### config.mk
export PLATFORM = sky130hd
export DESIGN_NAME = mdec_top
export DESIGN_NICKNAME = d
export VERILOG_FILES = /design/src/rtl/mdec_pkg.sv /design/src/rtl/mdec_field_split.sv /design/src/rtl/mdec_prefix_state.sv /design/src/rtl/mdec_out_stage.sv /design/src/rtl/mdec_top.sv
export SDC_FILE = /design/constraint.sdc
export NUM_CORES = 1
export LEC_CHECK = 0
export BUFFER_PORTS_ARGS = -buffer_cell sky130_fd_sc_hd__buf_2
export CORE_MARGIN = 8
export CORE_UTILIZATION = 43
export DETAILED_ROUTE_END_ITERATION = 7
export PLACE_DENSITY = 0.71
export SETUP_SLACK_MARGIN = 0.02
export SLEW_MARGIN = 20
export SYNTH_ARGS = -nofsm -noshare
export SYNTH_HDL_FRONTEND = slang
export SYNTH_SLANG_ARGS = --single-unit
### constraint.sdc
create_clock -name clk -period 0.8 [get_ports clk]
set_input_delay 0.08 -clock clk [delete_from_list [all_inputs] [get_ports clk]]
set_output_delay 0.08 -clock clk [all_outputs]
set_load 0.05 [all_outputs]
### src/rtl/mdec_pkg.sv
package mdec_pkg;
   localparam int unsigned INSTR_W_D = 16;
   localparam int unsigned SRC_W_D   = 8;
   localparam int unsigned MOD_W_D   = 4;
   localparam int unsigned PFX_W_D   = 2;
   localparam logic [3:0]  PFX_MOD_D = 4'hB;

   typedef enum logic {
      SRC_REG = 1'b0,
      SRC_IMM = 1'b1
   } src_fmt_e;
endpackage

### src/rtl/mdec_field_split.sv
module mdec_field_split
   import mdec_pkg::*;
#(
   parameter int unsigned INSTR_W = INSTR_W_D,
   parameter int unsigned SRC_W   = SRC_W_D,
   parameter int unsigned MOD_W   = MOD_W_D,
   parameter int unsigned PFX_W   = PFX_W_D,
   parameter logic [MOD_W-1:0] PFX_MOD = PFX_MOD_D[MOD_W-1:0],
   localparam int unsigned DST_W  = INSTR_W - 1 - SRC_W,
   localparam int unsigned SIDX_W = SRC_W - MOD_W,
   localparam int unsigned SUB_W  = DST_W - MOD_W
) (
   input  logic [INSTR_W-1:0] instr,
   output logic               fmt_imm,
   output logic [SRC_W-1:0]   imm,
   output logic [MOD_W-1:0]   smod,
   output logic [SIDX_W-1:0]  sidx,
   output logic [MOD_W-1:0]   dmod,
   output logic [SUB_W-1:0]   dsub,
   output logic               is_pfx,
   output logic [PFX_W-1:0]   pfx_val
);
   localparam int unsigned FMT_BIT = INSTR_W - 1;

   src_fmt_e               fmt;
   logic [SRC_W-1:0]       src_raw;
   logic [DST_W-1:0]       dst_raw;

   always_comb begin
      fmt     = src_fmt_e'(instr[FMT_BIT]);
      src_raw = instr[SRC_W-1:0];
      dst_raw = instr[FMT_BIT-1:SRC_W];
   end

   always_comb begin
      fmt_imm = (fmt == SRC_IMM);
      dmod    = dst_raw[MOD_W-1:0];
      dsub    = dst_raw[DST_W-1:MOD_W];
      is_pfx  = (dst_raw[MOD_W-1:0] == PFX_MOD);
      if (fmt == SRC_IMM) begin
         imm  = src_raw;
         smod = '0;
         sidx = '0;
      end else begin
         imm  = '0;
         smod = src_raw[MOD_W-1:0];
         sidx = src_raw[SRC_W-1:MOD_W];
      end
   end

   always_comb begin
      if (fmt == SRC_IMM) pfx_val = src_raw[PFX_W-1:0];
      else                pfx_val = '0;
   end
endmodule

### src/rtl/mdec_prefix_state.sv
module mdec_prefix_state #(
   parameter int unsigned PFX_W = 2
) (
   input  logic             clk,
   input  logic             rst_n,
   input  logic             take,
   input  logic             is_pfx,
   input  logic [PFX_W-1:0] load_val,
   output logic [PFX_W-1:0] pfx_cur
);
   logic [PFX_W-1:0] pfx_q;

   always_ff @(posedge clk or negedge rst_n) begin
      if (!rst_n) begin
         pfx_q <= '0;
      end else if (take) begin
         if (is_pfx) pfx_q <= load_val;
         else        pfx_q <= '0;
      end
   end

   assign pfx_cur = pfx_q;
endmodule

### src/rtl/mdec_out_stage.sv
module mdec_out_stage #(
   parameter bit          REG_OUT = 1'b1,
   parameter int unsigned SRC_W   = 8,
   parameter int unsigned MOD_W   = 4,
   parameter int unsigned SIDX_W  = 4,
   parameter int unsigned XIDX_W  = 5
) (
   input  logic              clk,
   input  logic              rst_n,
   input  logic              in_valid,
   input  logic              in_imm_f,
   input  logic [SRC_W-1:0]  in_imm,
   input  logic [MOD_W-1:0]  in_smod,
   input  logic [SIDX_W-1:0] in_sidx,
   input  logic [MOD_W-1:0]  in_dmod,
   input  logic [XIDX_W-1:0] in_didx,
   input  logic              in_pfx,
   output logic              o_valid,
   output logic              o_imm_f,
   output logic [SRC_W-1:0]  o_imm,
   output logic [MOD_W-1:0]  o_smod,
   output logic [SIDX_W-1:0] o_sidx,
   output logic [MOD_W-1:0]  o_dmod,
   output logic [XIDX_W-1:0] o_didx,
   output logic              o_pfx
);
   generate
      if (REG_OUT) begin : g_reg
         logic              v_q, f_q, p_q;
         logic [SRC_W-1:0]  imm_q;
         logic [MOD_W-1:0]  smod_q, dmod_q;
         logic [SIDX_W-1:0] sidx_q;
         logic [XIDX_W-1:0] didx_q;

         always_ff @(posedge clk or negedge rst_n) begin
            if (!rst_n) begin
               v_q <= 1'b0;
               p_q <= 1'b0;
            end else begin
               v_q <= in_valid;
               p_q <= in_valid & in_pfx;
            end
         end

         always_ff @(posedge clk or negedge rst_n) begin
            if (!rst_n) begin
               f_q    <= 1'b0;
               imm_q  <= '0;
               smod_q <= '0;
               sidx_q <= '0;
               dmod_q <= '0;
               didx_q <= '0;
            end else if (in_valid) begin
               f_q    <= in_imm_f;
               imm_q  <= in_imm;
               smod_q <= in_smod;
               sidx_q <= in_sidx;
               dmod_q <= in_dmod;
               didx_q <= in_didx;
            end
         end

         assign o_valid = v_q;
         assign o_pfx   = p_q;
         assign o_imm_f = f_q;
         assign o_imm   = imm_q;
         assign o_smod  = smod_q;
         assign o_sidx  = sidx_q;
         assign o_dmod  = dmod_q;
         assign o_didx  = didx_q;
      end else begin : g_comb
         logic unused_clk;
         assign unused_clk = clk ^ rst_n;
         assign o_valid = in_valid;
         assign o_pfx   = in_valid & in_pfx;
         assign o_imm_f = in_imm_f;
         assign o_imm   = in_imm;
         assign o_smod  = in_smod;
         assign o_sidx  = in_sidx;
         assign o_dmod  = in_dmod;
         assign o_didx  = in_didx;
      end
   endgenerate
endmodule

### src/rtl/mdec_top.sv
module mdec_top
   import mdec_pkg::*;
#(
   parameter int unsigned INSTR_W = INSTR_W_D,
   parameter int unsigned SRC_W   = SRC_W_D,
   parameter int unsigned MOD_W   = MOD_W_D,
   parameter int unsigned PFX_W   = PFX_W_D,
   parameter logic [MOD_W-1:0] PFX_MOD = PFX_MOD_D[MOD_W-1:0],
   parameter bit          REG_OUT = 1'b1,
   localparam int unsigned DST_W  = INSTR_W - 1 - SRC_W,
   localparam int unsigned SIDX_W = SRC_W - MOD_W,
   localparam int unsigned SUB_W  = DST_W - MOD_W,
   localparam int unsigned XIDX_W = SUB_W + PFX_W
) (
   input  logic              clk,
   input  logic              rst_n,
   input  logic              instr_valid,
   input  logic [INSTR_W-1:0] instr,
   output logic              dec_valid,
   output logic              src_is_imm,
   output logic [SRC_W-1:0]  src_imm,
   output logic [MOD_W-1:0]  src_mod,
   output logic [SIDX_W-1:0] src_idx,
   output logic [MOD_W-1:0]  dst_mod,
   output logic [XIDX_W-1:0] dst_idx,
   output logic              pfx_wr
);
   generate
      if (SRC_W <= MOD_W) begin : g_bad_src
         $error("mdec_top: source field must be wider than module field");
      end
      if (DST_W <= MOD_W) begin : g_bad_dst
         $error("mdec_top: destination field must be wider than module field");
      end
      if (PFX_W == 0 || PFX_W > SRC_W) begin : g_bad_pfx
         $error("mdec_top: prefix width out of range");
      end
   endgenerate

   logic              f_imm, f_pfx;
   logic [SRC_W-1:0]  f_immv;
   logic [MOD_W-1:0]  f_smod, f_dmod;
   logic [SIDX_W-1:0] f_sidx;
   logic [SUB_W-1:0]  f_dsub;
   logic [PFX_W-1:0]  f_pval;
   logic [PFX_W-1:0]  pfx_cur;
   logic [XIDX_W-1:0] ext_idx;

   mdec_field_split #(
      .INSTR_W(INSTR_W), .SRC_W(SRC_W), .MOD_W(MOD_W),
      .PFX_W(PFX_W), .PFX_MOD(PFX_MOD)
   ) u_split (
      .instr   (instr),
      .fmt_imm (f_imm),
      .imm     (f_immv),
      .smod    (f_smod),
      .sidx    (f_sidx),
      .dmod    (f_dmod),
      .dsub    (f_dsub),
      .is_pfx  (f_pfx),
      .pfx_val (f_pval)
   );

   mdec_prefix_state #(.PFX_W(PFX_W)) u_pfx (
      .clk      (clk),
      .rst_n    (rst_n),
      .take     (instr_valid),
      .is_pfx   (f_pfx),
      .load_val (f_pval),
      .pfx_cur  (pfx_cur)
   );

   always_comb begin
      if (f_pfx) ext_idx = {{PFX_W{1'b0}}, f_dsub};
      else       ext_idx = {pfx_cur, f_dsub};
   end

   mdec_out_stage #(
      .REG_OUT(REG_OUT), .SRC_W(SRC_W), .MOD_W(MOD_W),
      .SIDX_W(SIDX_W), .XIDX_W(XIDX_W)
   ) u_out (
      .clk      (clk),
      .rst_n    (rst_n),
      .in_valid (instr_valid),
      .in_imm_f (f_imm),
      .in_imm   (f_immv),
      .in_smod  (f_smod),
      .in_sidx  (f_sidx),
      .in_dmod  (f_dmod),
      .in_didx  (ext_idx),
      .in_pfx   (f_pfx),
      .o_valid  (dec_valid),
      .o_imm_f  (src_is_imm),
      .o_imm    (src_imm),
      .o_smod   (src_mod),
      .o_sidx   (src_idx),
      .o_dmod   (dst_mod),
      .o_didx   (dst_idx),
      .o_pfx    (pfx_wr)
   );
endmodule

**Yosys cells after proc, flatten, opt, wreduce, memory -nomap -nowiden**

Index checks and enable logic that the tools add are counted.

- Word-level logic and storage cells: 17
- Bits of input ports: 19
- Output and inout bits: 28
- Register bits: 30

- Equal/unequal tests: 1
- Bitwise gates (word level): 1
- Mux-type cells: 6

Operators with widths:

| cell | count |
|---|---|
| two-way mux 4 bit | 2 |
| two-way mux 8 bit | 1 |
| two-way mux 5 bit | 1 |
| equality test 4 bit (second input constant) | 1 |
| two-way mux 2 bit | 2 |
| AND 1 bit | 1 |

**Logic depth before layout (Yosys ltp)**

Gate-level depths: netlist of run 1.

- Depth in word-level cells: 2
- Mapped depth: 4
- Mapped depth without buffers: 2

**Modules after synthesis**

A second synthesis of run 1 with hierarchy kept.

- Cells, all modules: 96
- Area, all modules: 1,416.4 sq um

Modules (own cells, without submodules):

| module | cells each | instances | sequential area each (sq um) | area an instance (sq um) |
|---|---|---|---|---|
| mdec_out_stage | 58 | 1 | 700.7 | 1,122.3 |
| mdec_field_split | 28 | 1 | 0.0 | 203.9 |
| mdec_prefix_state | 8 | 1 | 50.0 | 77.6 |
| mdec_top | 2 | 1 | 0.0 | 12.5 |

**Least setup slack after synthesis of run 1**

No wires, ideal clock.

- Kind: register -> register
- Start point: reg u_out.o_dmod[2] (netlist name)
- End point: reg u_out.g_reg.dmod_q[2] (netlist: u_out.o_dmod[2])
- Stages on the path, launching flop included: 2
- Path slack: -0.194 ns
- Buffers on the path: 0
- Clock period less this slack: 0.994 ns
- Arrival time: 0.869 ns
- Data required time: 0.675 ns
- Library setup time: 0.125 ns
- Cells stage by stage: dfrtp_1 > mux2_4

RTL lines:

| item | line | RTL |
|---|---|---|
| end signal: assignment | mdec_out_stage.sv:58 | `dmod_q <= in_dmod;` |
| end: declaration | mdec_out_stage.sv:31 | `logic [MOD_W-1:0] smod_q, dmod_q;` |

**Worst setup path in the final report of run 1**

- Start point: reg u_out.g_reg.imm_q[0] (netlist: u_out.o_imm[0])
- End point: out src_imm[0]

RTL lines:

| item | line | RTL |
|---|---|---|
| start: declaration | mdec_out_stage.sv:30 | `logic [SRC_W-1:0] imm_q;` |
| start signal: assignment | mdec_out_stage.sv:55 | `imm_q <= in_imm;` |
| end: declaration | mdec_top.sv:21 | `output logic [SRC_W-1:0] src_imm,` |

No word-level cell between the ends.

==> reports/qor.yml, run 1 <==
timing:
  pins_over_slew_limit: 0
  final.min_clock_period_ns: 0.993
  worst_clock_skew_ns: 0.00682
  hold_ws_ns: 0.0168
  setup_violations: 29
  post-route-period-util_pct: 124
  finalHoldViolations: 0
  max_clock_freq_mhz: 1010
  worst_pin_slew_ns: 0.325
  minimum_setup_slack_in_the_final_design_ns: -0.193
  rsz0062_at_grt: "true"
  slew_headroom_pct: 78.3
critical_path:
  worstPathCellList: "buf_6"
  timing.critical_path.to_type: "primary output"
  worst_path_dominant_cell_family: "flip-flops"
  regToRegSetupSlack_ns: -0.11
  critPathSlowestCell: "dfrtp_2"
  critPathMaxStageDelay_ns: 0.43
  count_of_buffer_and_inverter_cells_on_the_critical_path: 1
  crit_path_kind: "reg2out"
  crit_path_start_kind: "flip-flop"
  worst-endpoint-required_ns: 0.72
  r2r_cells: 2
  worstPathMaxFanout: 2
  r2r_end: "u_out.o_dmod[3]"
  crit_arrival_ns: 0.91
  regToRegStartpoint: "u_out.o_dmod[3]"
clocking:
  htree_levels: 2
  cts_sinks: 30
  cts.path.max_buffers: 2
  cts.clk_slew.worst_paths_ns: 0.09
  cts_tree: "done"
  clkLatencyLatePin_ns: 0.32
  clockRootBuffer: "clkbuf_4"
  tritoncts.num_buffers: 5
drt:
  detail_route.iter0.violations: 62
  vias_per_cell: 4.85
  antenna_violating_nets_post_route: 0
  routed-via-count: 984
  routed_wl_mm: 2.79
  route.detailed.drc: 0
  detail_route.wl_per_cell_um: 13.7
  detailedRoute.firstPassIterationCount: 4
cells_and_area:
  layout_common_cells: "buf_6 (29), dfrtp_2 (26), buf_2 (18), inv_1 (16), o21ai_0 (11)"
  diodes: 0
  syn2layout_area_growth_pct: 55.3
  mostFrequentLayoutCell: "buf_6"
  nets: 190
  fillCellCount: 208
  drive_gt1_share_pct: 59.9
grt:
  grt.busiest_layer: "met2"
  tot_gr_track_use_pct: 12.4
  grt_max_degree: 21
  global_route.usage.met3_pct: 7.01
  grtUsageMet1_pct: 14.0
  antenna_found_initial: 0
  first_global_vias: 1044
  met2_usage_pct: 18.0
  grt_pass1_wl_mm: 4.89
  overflow: 0
place:
  portBuffers: 46
  gp_congestion: 0.796
  dp_slack_ns: -0.0122
  dp_hpwl_mm: 2.01
floorplanning:
  floorplan.core_area_mm2: 0.00276
  io_pins: 47
  placementRows: 19
  initial_utilization_pct: 45.0
  die_x_um: 69.7
  die_height_um: 69.7
  floorplan.die_area_mm2: 0.00486
synthesis:
  synthesis.nets: 124
  synth_cell_type_count: 17
  ys_seq_elements: 30
  post_synth_instance_area_mm2: 0.00124
  yosys_warnings: 0
  sequential_share_of_the_synthesized_area_pct: 60.5
  postSynthCellCount: 105
  avgSynthCellArea_um2: 11.8
worst_hold_path:
  min-delay-path-class: "in2reg"
  min_from: "instr[8]"
  min_path_cells: 2
  worst_hold_path.endpoint: "u_out.o_dmod[0]"
power_and_ir_drop:
  powerDensity_mw_per_mm2: 1850
  power.static_leakage_nw: 0.878
  worst_ir_drop_vdd_v: 0.00159
run_status:
  failed_checks: "negative setup slack"
  run_status: "complete, but fails checks"
job:
  cap_violations: 0
-- area by class of cell --
cell class                 count  area (um2)  area share (%)
clock buffer                   8        48.8            2.53
inverter                      20        75.1            3.89
tap                           31        38.8            2.01
timing repair buffer          65         619            32.1
sequential                    30         783            40.6
multi-input combinational     49         363            18.8
-- stage by stage --
stage / instance area (um2) / util [%] / TNS, ns / power [mW] / std cells
after floorplan: 1270 / - / -0.826 / 2.30 / 105
after global placement: 1560 / 56.5 / 0 / 2.54 / 181
after detailed placement: 1560 / 56.5 / -0.0427 / 2.56 / 181
after CTS: 1890 / 68.7 / -5.24 / 3.60 / 201
after global routing: 1930 / 69.9 / -6.02 / 3.76 / 203
final: 1930 / 69.9 / -4.84 / 3.57 / 203
-- routing by layer --
layer	vias to the layer above	share of wire [%]
li1	478	-
met1	450	45
met2	46	43
met3	10	9.9
met4	0	2.8
met5	-	0
-- worst max-delay path by stage --
stage	start	to	cells after the start
final	u_out.o_imm[0]	src_imm[0]	1
after global routing	u_out.o_imm[0]	src_imm[0]	1
after CTS	u_out.o_sidx[3]	src_idx[3]	1
after detailed placement	instr_valid	u_out.o_didx[2]	3
after global placement	instr_valid	u_out.o_imm_f	3
after floorplan	u_out.o_dmod[2]	u_out.o_dmod[2]	1
-- sequential cells by signal, indices dropped and copies added, names as in the netlist --
| signal | count |
|---|---|
| u_pfx.pfx_cur | 2 |
| u_out.o_valid | 1 |
| u_out.o_didx | 5 |
| u_out.o_dmod | 4 |
| u_out.o_imm | 8 |
| u_out.o_pfx | 1 |
| u_out.o_imm_f | 1 |
| u_out.o_smod | 4 |
| u_out.o_sidx | 4 |
-- what timing repair did --
item                                    CTS  global route
hold endpoints to repair                 40             0
endpoints found under the setup margin   29            38
setup buffers                             3             3
gates resized for setup                  56             9
hold buffers                              9             0
pin swaps                                 0             1
-- logic make-up after synthesis --
| family | count (synthesis) | share of synthesized area [%] |
|---|---|---|
| AO/OA/AOI/OAI | 20 | 9.98 |
| buffers and inverters | 26 | 10.9 |
| flip-flops | 30 | 60.5 |
| multiplexers | 8 | 7.56 |
| AND/OR/NAND/NOR | 21 | 11.1 |
-- cells in the mapped netlist --
library cell	n	area, um2
nand2_1	2	7.51
nand3_1	7	35.0
nand4b_1	1	8.76
nand3_2	1	10.0
buf_6	4	45.0
and2_1	1	6.26
o21ai_0	13	65.1
buf_4	2	15.0
mux2_2	7	78.8
dfrtp_1	30	751
and4b_1	1	10.0
inv_1	20	75.1
o22ai_2	3	37.5
mux2_4	1	15.0
o21ai_1	3	15.0
o22ai_1	1	6.26
nand3b_1	8	60.1
-- power by group --
group	total [mW]	internal, mW	switching (mW)
clock network	0.819	0.349	0.469
registers	1.73	1.64	0.0809
logic	1.03	0.419	0.611
Power figures use the tool's default switching activity.
==> inputs of run 2 (changes only) <==
RECOVER_POWER = 50   (was not set)
SKIP_LAST_GASP = 1   (was not set)
==> run 2 against run 1 <==
Fmax is essentially flat. Worst hold slack is essentially flat. Flip-flop and latch count unchanged. The flow still finishes with violations (negative setup slack).
==> reports/qor.yml, run 2 (synthesis gave the netlist of run 1 again) <==
job:
  cap_violations: 0
critical_path:
  crit_arrival_ns: 0.91
  timing.critical_path.to_type: "primary output"
  worstPathMaxFanout: 2
  worstPathCellList: "buf_6"
  worst-endpoint-required_ns: 0.72
  count_of_buffer_and_inverter_cells_on_the_critical_path: 1
  regToRegSetupSlack_ns: -0.11
  r2r_end: "u_out.o_dmod[3]"
  critPathSlowestCell: "dfrtp_2"
  crit_path_kind: "reg2out"
  regToRegStartpoint: "u_out.o_dmod[3]"
  critPathMaxStageDelay_ns: 0.43
  timing.critical_path.from: "u_out.o_imm[0]"
  worst_path_dominant_cell_family: "flip-flops"
  r2r_cells: 2
  crit_path_start_kind: "flip-flop"
grt:
  overflow: 0
  grt_pass1_wl_mm: 4.89
  grt_max_degree: 21
  antenna_found_initial: 0
  tot_gr_track_use_pct: 12.4
  first_global_vias: 1044
cells_and_area:
  multiInputGateArea_um2: 363
  layout_common_cells: "buf_6 (29), dfrtp_2 (26), inv_1 (17), buf_2 (17), o21ai_0 (12)"
  syn2layout_area_growth_pct: 53.1
  layout.cells.non_filler: 203
  fillCellCount: 211
  seqCellArea_um2: 783
  drive_gt1_share_pct: 59.3
  mostFrequentLayoutCell: "buf_6"
  largest_register_ff_count: 8
  final_core_util_pct: 68.9
  nets: 190
  diodes: 0
place:
  portBuffers: 46
  placedCellCount: 181
  dp_hpwl_mm: 2.01
  gp_congestion: 0.796
  dp_slack_ns: -0.0122
timing:
  worst_clock_skew_ns: 0.00683
  setup_violations: 29
  slew_headroom_pct: 68.1
  final.min_clock_period_ns: 0.994
  post-route-period-util_pct: 124
  worst_pin_slew_ns: 0.479
  fin_setup_tns_ns: -4.85
  finalHoldViolations: 0
  max_clock_freq_mhz: 1010
  rsz0062_at_grt: "true"
  minimum_setup_slack_in_the_final_design_ns: -0.194
  pins_over_slew_limit: 0
floorplanning:
  floorplan.core_area_mm2: 0.00276
  floorplan.die_area_mm2: 0.00486
  die_x_um: 69.7
  io_pins: 47
  die_height_um: 69.7
  initial_utilization_pct: 45.0
  placementRows: 19
power_and_ir_drop:
  power.static_leakage_nw: 0.868
  report.power.total_mw: 3.56
  worst_ir_drop_vdd_v: 0.00159
  powerDensity_mw_per_mm2: 1870
clocking:
  cts_tree: "done"
  cts.clk_slew.worst_paths_ns: 0.09
  cts.path.max_buffers: 2
  tritoncts.num_buffers: 5
  clockRootBuffer: "clkbuf_4"
  htree_levels: 2
  clkLatencyLatePin_ns: 0.32
  cts_sinks: 30
drt:
  detail_route.wl_per_cell_um: 13.7
  routed_wl_mm: 2.79
  routed-via-count: 987
  route.detailed.drc: 0
  detail_route.iter0.violations: 54
  detailedRoute.firstPassIterationCount: 4
  vias_per_cell: 4.86
  antenna_violating_nets_post_route: 0
worst_hold_path:
  min_from: "instr[8]"
  min-delay-path-class: "in2reg"
  worst_hold_path.endpoint: "u_out.o_dmod[0]"
  min_path_cells: 2
run_status:
  run_status: "complete, but fails checks"
  failed_checks: "negative setup slack"
[run 2: power by group]
part	internal (mW)	leakage (nW)	switching [mW]
clock network	0.349	0.0265	0.470
registers	1.64	0.350	0.0812
logic	0.403	0.491	0.607
[run 2: per-layer routing]
metal  global-route usage (%)  up-vias  part of all wire, %
li1                         -      478                    -
met1                     14.0      453                   45
met2                     18.0       46                   43
met3                     7.01       10                  9.9
met4                     7.14        0                  2.8
met5                        0        -                    0
[run 2: how the worst max path moves through the flow]
stage	slack (ns)	to	cells past startpoint
final	-0.19	src_imm[0]	1
after detailed placement	-0.01	u_out.o_didx[2]	3
after floorplan	-0.11	u_out.o_dmod[2]	1
after CTS	-0.20	src_idx[3]	1
after global placement	0.008	u_out.o_imm_f	3
after global routing	-0.23	src_imm[0]	1
[run 2: layout make-up]
| class | instances | area share, % |
|---|---|---|
| clock buffers | 8 | 2.57 |
| inverters | 20 | 3.95 |
| multi-input cells | 49 | 19.1 |
| flip-flops and latches | 30 | 41.2 |
| well taps | 31 | 2.04 |
| repair buffers | 65 | 31.1 |
[run 2: timing repair]
action,CTS,global route
endpoints found under the setup margin,29,38
pin swaps,0,1
hold endpoints to repair,40,0
hold buffers,9,0
resized for setup,56,7
buffers inserted,3,3
gates cloned,0,0
[run 2: per-stage QoR]
| stage | hold WS, ns | cell area (um2) |
|---|---|---|
| global placement | -0.0107 | 1560 |
| floorplan | -0.216 | 1270 |
| global route | 0.00674 | 1900 |
| detailed placement | -0.00943 | 1560 |
| finish | 0.0169 | 1900 |
| CTS | 0.00390 | 1890 |
